<file path="config.mk">
export PLATFORM = sky130hd
export DESIGN_NAME = amp_fault_mon
export DESIGN_NICKNAME = d
export VERILOG_FILES = /design/src/rtl/afm_pkg.sv /design/src/rtl/afm_winctl.sv /design/src/rtl/afm_extrema.sv /design/src/rtl/afm_judge.sv /design/src/rtl/amp_fault_mon.sv
export SDC_FILE = /design/constraint.sdc
export NUM_CORES = 1
export LEC_CHECK = 0
export ABC_CLOCK_PERIOD_IN_PS = 8600
export BUFFER_PORTS_ARGS = -buffer_cell sky130_fd_sc_hd__buf_4
export CORE_MARGIN = 4
export CORE_UTILIZATION = 62
export CTS_CLUSTER_DIAMETER = 100
export DETAILED_ROUTE_END_ITERATION = 8
export PLACE_DENSITY = 0.81
export SYNTH_ARGS = -nofsm -noshare
export SYNTH_HDL_FRONTEND = slang
export SYNTH_HIERARCHICAL = 1
export SYNTH_SLANG_ARGS = --single-unit
</file>
<file path="constraint.sdc">
create_clock -name clk -period 8.6 [get_ports clk]
set_clock_uncertainty 0.1 [all_clocks]
set_input_delay 1.72 -clock clk [delete_from_list [all_inputs] [get_ports clk]]
set_output_delay 1.72 -clock clk [all_outputs]
set_load 0.02 [all_outputs]
</file>
<file path="src/rtl/afm_pkg.sv">
package afm_pkg;

  // configuration register addresses
  localparam logic [2:0] ADDR_THR_LOS  = 3'd0;
  localparam logic [2:0] ADDR_THR_OVR  = 3'd1;
  localparam logic [2:0] ADDR_THR_MISM = 3'd2;
  localparam logic [2:0] ADDR_SEED_MIN = 3'd3;
  localparam logic [2:0] ADDR_SEED_MAX = 3'd4;
  localparam logic [2:0] ADDR_RANGE    = 3'd5;

  localparam logic [1:0] RANGE_RESET = 2'd2;

  // sticky fault bits, LSB is loss
  typedef struct packed {
    logic mism;
    logic ovr;
    logic los;
  } flt_t;

  // window length in ticks for a range code
  function automatic int unsigned pick_len(input logic [1:0] sel,
                                           input int unsigned slow,
                                           input int unsigned mid,
                                           input int unsigned fast);
    case (sel)
      2'd0:    return slow;
      2'd1:    return mid;
      default: return fast;
    endcase
  endfunction

  function automatic int unsigned max3(input int unsigned a,
                                       input int unsigned b,
                                       input int unsigned c);
    int unsigned m;
    m = (a > b) ? a : b;
    return (m > c) ? m : c;
  endfunction

endpackage

</file>
<file path="src/rtl/afm_winctl.sv">
module afm_winctl #(
  parameter int unsigned LEN_SLOW = 1065,
  parameter int unsigned LEN_MID  = 554,
  parameter int unsigned LEN_FAST = 256
) (
  input  logic       clk,
  input  logic       rst_n,
  input  logic       restart,
  input  logic [1:0] sel,
  output logic       tick,
  output logic       win_end
);

  localparam int unsigned LEN_MAX = afm_pkg::max3(LEN_SLOW, LEN_MID, LEN_FAST);
  localparam int unsigned CNT_W   = $clog2(LEN_MAX);

  logic             phase_q;
  logic [CNT_W-1:0] cnt_q;
  logic [CNT_W-1:0] last_idx;

  always_comb begin
    last_idx = CNT_W'(afm_pkg::pick_len(sel, LEN_SLOW, LEN_MID, LEN_FAST) - 1);
    tick     = phase_q;
    win_end  = phase_q && (cnt_q == last_idx);
  end

  always_ff @(posedge clk or negedge rst_n) begin
    if (!rst_n) begin
      phase_q <= 1'b0;
      cnt_q   <= '0;
    end else if (restart) begin
      phase_q <= 1'b0;
      cnt_q   <= '0;
    end else begin
      phase_q <= ~phase_q;
      if (tick) begin
        cnt_q <= win_end ? '0 : cnt_q + 1'b1;
      end
    end
  end

endmodule

</file>
<file path="src/rtl/afm_extrema.sv">
module afm_extrema #(
  parameter int MAG_W = 12
) (
  input  logic             clk,
  input  logic             rst_n,
  input  logic             reload,
  input  logic             win_end,
  input  logic             smp_vld,
  input  logic [MAG_W-1:0] smp_mag,
  input  logic [MAG_W-1:0] seed_min,
  input  logic [MAG_W-1:0] seed_max,
  output logic [MAG_W-1:0] cand_min,
  output logic [MAG_W-1:0] cand_max,
  output logic [MAG_W-1:0] run_min,
  output logic [MAG_W-1:0] run_max
);

  function automatic logic [MAG_W-1:0] lower(input logic [MAG_W-1:0] a,
                                             input logic [MAG_W-1:0] b);
    return (a < b) ? a : b;
  endfunction

  function automatic logic [MAG_W-1:0] higher(input logic [MAG_W-1:0] a,
                                              input logic [MAG_W-1:0] b);
    return (a > b) ? a : b;
  endfunction

  // extremes including this cycle's sample
  always_comb begin
    cand_min = smp_vld ? lower(run_min, smp_mag)  : run_min;
    cand_max = smp_vld ? higher(run_max, smp_mag) : run_max;
  end

  always_ff @(posedge clk or negedge rst_n) begin
    if (!rst_n) begin
      run_min <= '1;
      run_max <= '0;
    end else if (reload || win_end) begin
      run_min <= seed_min;
      run_max <= seed_max;
    end else begin
      run_min <= cand_min;
      run_max <= cand_max;
    end
  end

endmodule

</file>
<file path="src/rtl/afm_judge.sv">
module afm_judge #(
  parameter int MAG_W = 12
) (
  input  logic              clk,
  input  logic              rst_n,
  input  logic              win_end,
  input  logic              clr_req,
  input  logic [MAG_W-1:0]  cand_min,
  input  logic [MAG_W-1:0]  cand_max,
  input  logic [MAG_W-1:0]  thr_los,
  input  logic [MAG_W-1:0]  thr_ovr,
  input  logic [MAG_W-1:0]  thr_mism,
  output afm_pkg::flt_t     win_hits,
  output afm_pkg::flt_t     flt_q
);

  function automatic logic [MAG_W-1:0] spread(input logic [MAG_W-1:0] mx,
                                               input logic [MAG_W-1:0] mn);
    return (mx > mn) ? (mx - mn) : '0;
  endfunction

  afm_pkg::flt_t kept;

  always_comb begin
    win_hits.los  = cand_min < thr_los;
    win_hits.ovr  = cand_max > thr_ovr;
    win_hits.mism = spread(cand_max, cand_min) > thr_mism;
    kept          = clr_req ? afm_pkg::flt_t'('0) : flt_q;
  end

  always_ff @(posedge clk or negedge rst_n) begin
    if (!rst_n) begin
      flt_q <= '0;
    end else if (win_end) begin
      flt_q <= kept | win_hits;
    end else begin
      flt_q <= kept;
    end
  end

endmodule

</file>
<file path="src/rtl/amp_fault_mon.sv">
module amp_fault_mon #(
  parameter int MAG_W    = 12,
  parameter int LEN_SLOW = 1065,
  parameter int LEN_MID  = 554,
  parameter int LEN_FAST = 256
) (
  input  logic             clk,
  input  logic             rst_n,
  input  logic             smp_vld,
  input  logic [MAG_W-1:0] smp_mag,
  input  logic             cfg_we,
  input  logic [2:0]       cfg_addr,
  input  logic [MAG_W-1:0] cfg_wdata,
  input  logic             cfg_mode,
  input  logic             flt_rd,
  output logic [2:0]       fault_reg,
  output logic             los_n,
  output logic             dos_n
);

  logic [MAG_W-1:0] thr_los_q, thr_ovr_q, thr_mism_q;
  logic [MAG_W-1:0] seed_min_q, seed_max_q;
  logic [1:0]       rng_q;

  // named internal events
  logic             restart;
  logic             clr_req;
  logic             tick;
  logic             win_end;
  logic [MAG_W-1:0] cand_min, cand_max, run_min, run_max;
  afm_pkg::flt_t    win_hits;
  afm_pkg::flt_t    flt_q;

  assign restart = cfg_we && (cfg_addr == afm_pkg::ADDR_RANGE);
  assign clr_req = flt_rd && cfg_mode;

  always_ff @(posedge clk or negedge rst_n) begin
    if (!rst_n) begin
      thr_los_q  <= '0;
      thr_ovr_q  <= '1;
      thr_mism_q <= '1;
      seed_min_q <= '1;
      seed_max_q <= '0;
      rng_q      <= afm_pkg::RANGE_RESET;
    end else if (cfg_we) begin
      case (cfg_addr)
        afm_pkg::ADDR_THR_LOS:  thr_los_q  <= cfg_wdata;
        afm_pkg::ADDR_THR_OVR:  thr_ovr_q  <= cfg_wdata;
        afm_pkg::ADDR_THR_MISM: thr_mism_q <= cfg_wdata;
        afm_pkg::ADDR_SEED_MIN: seed_min_q <= cfg_wdata;
        afm_pkg::ADDR_SEED_MAX: seed_max_q <= cfg_wdata;
        afm_pkg::ADDR_RANGE:    rng_q      <= cfg_wdata[1:0];
        default: ;
      endcase
    end
  end

  afm_winctl #(
    .LEN_SLOW (LEN_SLOW),
    .LEN_MID  (LEN_MID),
    .LEN_FAST (LEN_FAST)
  ) winctl_i (
    .clk     (clk),
    .rst_n   (rst_n),
    .restart (restart),
    .sel     (restart ? cfg_wdata[1:0] : rng_q),
    .tick    (tick),
    .win_end (win_end)
  );

  afm_extrema #(.MAG_W(MAG_W)) extrema_i (
    .clk      (clk),
    .rst_n    (rst_n),
    .reload   (restart),
    .win_end  (win_end),
    .smp_vld  (smp_vld),
    .smp_mag  (smp_mag),
    .seed_min (seed_min_q),
    .seed_max (seed_max_q),
    .cand_min (cand_min),
    .cand_max (cand_max),
    .run_min  (run_min),
    .run_max  (run_max)
  );

  afm_judge #(.MAG_W(MAG_W)) judge_i (
    .clk      (clk),
    .rst_n    (rst_n),
    .win_end  (win_end),
    .clr_req  (clr_req),
    .cand_min (cand_min),
    .cand_max (cand_max),
    .thr_los  (thr_los_q),
    .thr_ovr  (thr_ovr_q),
    .thr_mism (thr_mism_q),
    .win_hits (win_hits),
    .flt_q    (flt_q)
  );

  assign fault_reg = flt_q;
  assign los_n     = ~flt_q.los;
  assign dos_n     = ~(flt_q.ovr | flt_q.mism);

endmodule

</file>
=== After elaboration in Yosys (flattened, before gate mapping) ===
Cells that the tools add are included.

* Flip-flop bits (word level): 101
* Input port bits: 33
* Output and inout bits: 5
* Word-level logic and storage cells: 62

* $add $sub $neg: 3
* Order comparisons: 6
* Equal/unequal tests: 7
* Muxes and demuxes: 15
* Bitwise logic cells: 5
* Reductions and logical operators: 13

{| class="wikitable"
|+ Operators with widths
! operator !! count
|-
| $mux W12 || 7
|-
| $gt A12 B12 Y1 || 4
|-
| $mux W11 || 3
|-
| $lt A12 B12 Y1 || 2
|-
| $pmux W11 S2 || 1
|-
| $reduce_and A2 Y1 || 6
|-
| $sub A12 B12 Y12 || 1
|-
| $add A11 B1 Y11 const B || 1
|-
| $eq A11 B11 Y1 || 1
|-
| $sub A11 B1 Y11 const B || 1
|-
| $eq A3 B2 Y1 const B || 2
|-
| $eq A3 B3 Y1 const B || 2
|-
| $mux W3 || 2
|-
| $eq A3 B1 Y1 const B || 1
|-
| $logic_and A1 B1 Y1 || 3
|-
| $logic_not A3 Y1 || 1
|-
| $not A1 Y1 || 3
|-
| $or A3 B3 Y3 || 1
|-
| $eq A2 B1 Y1 const B || 1
|-
| $logic_not A2 Y1 || 1
|-
| $mux W2 || 1
|-
| $reduce_bool A2 Y1 || 1
|-
| $logic_or A1 B1 Y1 || 1
|-
| $mux W1 || 1
|-
| $or A1 B1 Y1 || 1
|}

=== Logic depth before layout (Yosys ltp) ===
* Depth in word-level cells: 11
* Gate-level depth with buffers: 23
* Mapped depth without buffers: 22

=== Hierarchy ===
Netlist, hierarchy kept.

{| class="wikitable"
|+ By module, submodules not included
! module !! instances !! cells each !! area each (um^2) !! seq. area each (um^2)
|-
| amp_fault_mon || 1 || 141 || 2591.2 || 1597.8
|-
| afm_extrema || 1 || 205 || 2120.8 || 615.6
|-
| afm_judge || 1 || 242 || 1839.3 || 75.1
|-
| afm_winctl || 1 || 89 || 807.0 || 300.3
|}

=== Least setup slack after synthesis ===
No wires, ideal clock.

* Kind: input to register
* Start point: input smp_mag[5]
* End point: register, netlist name judge_i/flt_q[2]
* Setup time: 0.131 ns
* Data arrival time: 5.716 ns
* Data required time: 8.369 ns
* Slack: 2.654 ns
* Cell stages on the path: 22
* Path buffers: 3
* Path through: inv_1 -> ha_1 -> a211o_1 -> a21oi_1 -> o31a_1 -> nor2b_1 -> buf_4 -> mux2_2 -> ha_1 -> buf_6 -> and3_4 -> nand4_2 -> a21oi_2 -> o41ai_2 -> buf_6 -> nor3_2 -> ha_1 -> nand4_1 -> nor3_1 -> nand2_1 -> a21oi_1 -> a31oi_1

* Word-level cells in the longest chain between the ends: 8
* Elaborated cells between the ends (all ways): 12
* Classes of those cells: add/sub (1); order compare (4); mux (6); bitwise (1)

{| class="wikitable"
|+ RTL lines
! element !! RTL line !! source
|-
| start, declared || amp_fault_mon.sv:10 || <nowiki>input logic [MAG_W-1:0] smp_mag,</nowiki>
|-
| $gt A12 B12 Y1 (*) || afm_extrema.sv:25 || <nowiki>return (a > b) ? a : b;</nowiki>
|-
| $mux W12 (*) || afm_extrema.sv:25 ||
|-
| $mux W12 (*) || afm_extrema.sv:31 || <nowiki>cand_max = smp_vld ? higher(run_max, smp_mag) : run_max;</nowiki>
|-
| net cand_max[6] || amp_fault_mon.sv:30 || <nowiki>logic [MAG_W-1:0] cand_min, cand_max, run_min, run_max;</nowiki>
|-
| $sub A12 B12 Y12 or $gt A12 B12 Y1 (tied branches) || afm_judge.sv:19 || <nowiki>return (mx > mn) ? (mx - mn) : '0;</nowiki>
|-
| $mux W12 (*) || afm_judge.sv:19 ||
|-
| $gt A12 B12 Y1 (*) || afm_judge.sv:27 || <nowiki>win_hits.mism = spread(cand_max, cand_min) > thr_mism;</nowiki>
|-
| $or A3 B3 Y3 (*) || afm_judge.sv:35 || <nowiki>flt_q <= kept | win_hits;</nowiki>
|-
| $mux W3 (*) || afm_judge.sv:34 || <nowiki>end else if (win_end) begin</nowiki>
|}

Mark *: on every way through the listed nets, which the timed path passes. The rest lies on a longest branch.
A chain may end at the register's enable or synchronous reset.

=== Worst setup path after layout ===
* Start point: input smp_mag[5]
* End point: register, netlist name judge_i/flt_q[2]

* Word-level cells in the longest chain between the ends: 8
* Elaborated cells between the ends (all ways): 12
* Classes of those cells: add/sub (1); order compare (4); mux (6); bitwise (1)

{| class="wikitable"
|+ RTL lines
! element !! RTL line
|-
| $gt A12 B12 Y1 (*) || afm_extrema.sv:25
|-
| $mux W12 (*) || afm_extrema.sv:25
|-
| $mux W12 (*) || afm_extrema.sv:31
|-
| net cand_max[8] || amp_fault_mon.sv:30
|-
| $sub A12 B12 Y12 or $gt A12 B12 Y1 (tied branches) || afm_judge.sv:19
|-
| $mux W12 (*) || afm_judge.sv:19
|-
| $gt A12 B12 Y1 (*) || afm_judge.sv:27
|-
| $or A3 B3 Y3 (*) || afm_judge.sv:35
|-
| $mux W3 (*) || afm_judge.sv:34
|}

Marks and branches as above.

==> flow_summary.json <==
{
  "row_count": 39,
  "cts_tree": "done",
  "leakagePower_nw": 3.67,
  "floorplan.initialDensity_pct": 63.6,
  "dp_hpwl_um": 12700,
  "p_total_mw": 2.99,
  "timing.critical_path.required_ns": 8.75,
  "viasPerCell": 6.22,
  "postSynthCellCount": 672,
  "worst-slew-pin-transition_ns": 1.13,
  "grt.overflow.total": 0,
  "timing.setup.tns_ns": 0,
  "cts.path.max_buffers": 2,
  "regArea_mm2": 0.00259,
  "worst-path-max-fanout": 12,
  "rsz0062_at_grt": "no",
  "drive_gt1_share_pct": 35.5,
  "synth_fp_nets": 778,
  "h-tree-depth": 3,
  "synthesis.yosys.warnings": 6,
  "cts_resized": 0,
  "wire_length_of_the_first_global_routing_pass_um": 28500,
  "status": "complete, no violations",
  "antenna_cells_inserted": 0,
  "max-slew-margin-rel_pct": 24.2,
  "worst_setup_path_end_kind": "register",
  "fp.dieW_um": 117,
  "path_buf_inv": 3,
  "largest_delay_contributor_family_on_the_critical_path": "simple AND/OR/NAND/NOR gates",
  "drc_violation_count_after_routing": 0,
  "fin_area_mm2": 0.00799,
  "first_pass_detailed_route_iteration_total": 5,
  "min-delay-path-class": "register to register",
  "worstSetupStartpointType": "input port",
  "ff2ff_setup_slack_ns": 3.27,
  "category_of_the_critical_setup_timing_path": "input port to register",
  "clock_latency_ns": 0.36,
  "synthesis.area_per_instance_um2": 10.9,
  "cts.sink_count": 101,
  "drt_iter0_markers": 305,
  "finalWorstPathRequiredPeriod_ns": 6.44,
  "area.growth.synth_to_final_pct": 9.00,
  "placed_cell_area_mm2": 0.00767,
  "routed_wirelength_um": 17500,
  "clock-root-buffer": "sky130_fd_sc_hd__clkbuf_16",
  "cap_violations": 0,
  "via_count": 5300,
  "cts.hold.buffers_added": 0,
  "critical-path-max-stage-delay_ns": 0.90,
  "floorplan_die_area_mm2": 0.0136,
  "setup_viol_count_final": 0,
  "critical_path.most_common_cell": "sky130_fd_sc_hd__ha_1",
  "ios": 38,
  "worst-endpoint-arrival_ns": 6.59,
  "global_route.usage.total_pct": 27.3,
  "grt_antenna_before_repair": 0,
  "cts_buffers": 9,
  "final_common_cell": "sky130_fd_sc_hd__ha_1",
  "postCtsSetupBuffers": 0,
  "multi_input_comb_area_mm2": 0.00434,
  "first_global_vias": 5508,
  "nets": 810,
  "finalCritPeriodShare_pct": 74.9,
  "core_region_area_mm2": 0.0115,
  "synth_area_mm2": 0.00733,
  "hold_viol": 0,
  "clk_pin_slew_ns": 0.08,
  "final_max_slew_viol_count": 0,
  "gp_routability_congestion": 0.888,
  "clock.fmax_mhz": 155,
  "final_cell_mix": "72 x sky130_fd_sc_hd__ha_1, 68 x sky130_fd_sc_hd__inv_1, 61 x sky130_fd_sc_hd__mux2_2",
  "final_antenna_net_count": 0,
  "worstPathCellList": "buf_4, inv_1, ha_1, a211o_1, a21oi_1, o31a_1, nor2b_1, mux2_2, ha_1, and3_4, nand4_2, o22a_1, o41ai_2, buf_4, nor3_2, ha_1, nand4_1, nor3_1, nand2_1, a21oi_1, a31oi_1",
  "filler_cell_count": 878,
  "maximum_number_of_pins_on_one_net_before_global_route_repair": 62,
  "powerDensity_mw_per_mm2": 374,
  "detail_route.wl_per_cell_um": 20.5,
  "die_y_um": 117,
  "cp_slowest_cell": "sky130_fd_sc_hd__nor2b_1",
  "port_buffers": 37,
  "highest_ir_drop_seen_on_vdd_mv": 0.220
}
[final cells by class]
class | count | share of cell area, %
clock buffer | 12 | 3.48
clock inverter | 4 | 0.439
inverter | 68 | 3.20
multi-input combinational | 482 | 54.3
sequential | 101 | 32.4
tap | 143 | 2.24
timing repair buffer | 42 | 3.95
[through the flow]
stage          util, %  hold WS [ns]  worst slack (ns)  instances
2_1_floorplan        -         0.374              2.71        672
3_3_place_gp      66.6         0.383              2.01        836
3_5_place_dp      66.6         0.395              1.86        836
4_1_cts           69.4         0.412              2.23        852
5_1_grt           69.4         0.426              1.90        852
6_report          69.4         0.413              2.16        852
[metal layers]
metal / vias to the layer above / routed length, um / global-route usage (%)
met5: - / 0 / 0
met4: 0 / 434 / 10.1
met3: 30 / 789 / 4.97
met2: 142 / 8490 / 45.5
met1: 2617 / 7790 / 35.6
li1: 2511 / - / -
[power breakdown]
group	internal (mW)	leakage [nW]	total (mW)	switching [mW]
clock network	0.234	0.155	0.430	0.196
logic	0.841	2.38	1.77	0.932
registers	0.663	1.14	0.783	0.120
[sequential cells by signal, summed over array words and instances (netlist names), 2 cells and up]
signal and flops:
extrema_i/run_max 12, extrema_i/run_min 12, seed_max_q 12, seed_min_q 12, thr_los_q 12, thr_mism_q 12
thr_ovr_q 12, winctl_i/cnt_q 11, judge_i/flt_q 3, rng_q 2
[worst paths after layout]
| check | start | endpoint | cells after the start |
|---|---|---|---|
| worst min-delay path | seed_max_q[5] | seed_max_q[5] | 1 |
| max in group asynchronous | rst_n | thr_los_q[11] | 2 |
| worst min register to register | seed_max_q[5] | seed_max_q[5] | 1 |
| worst max-delay path | smp_mag[5] | judge_i/flt_q[2] | 21 |
| min in group asynchronous | rst_n | seed_max_q[10] | 1 |
| worst max register to register | extrema_i/run_max[5] | judge_i/flt_q[2] | 19 |
Note: power is estimated with default switching activity, not from simulation.
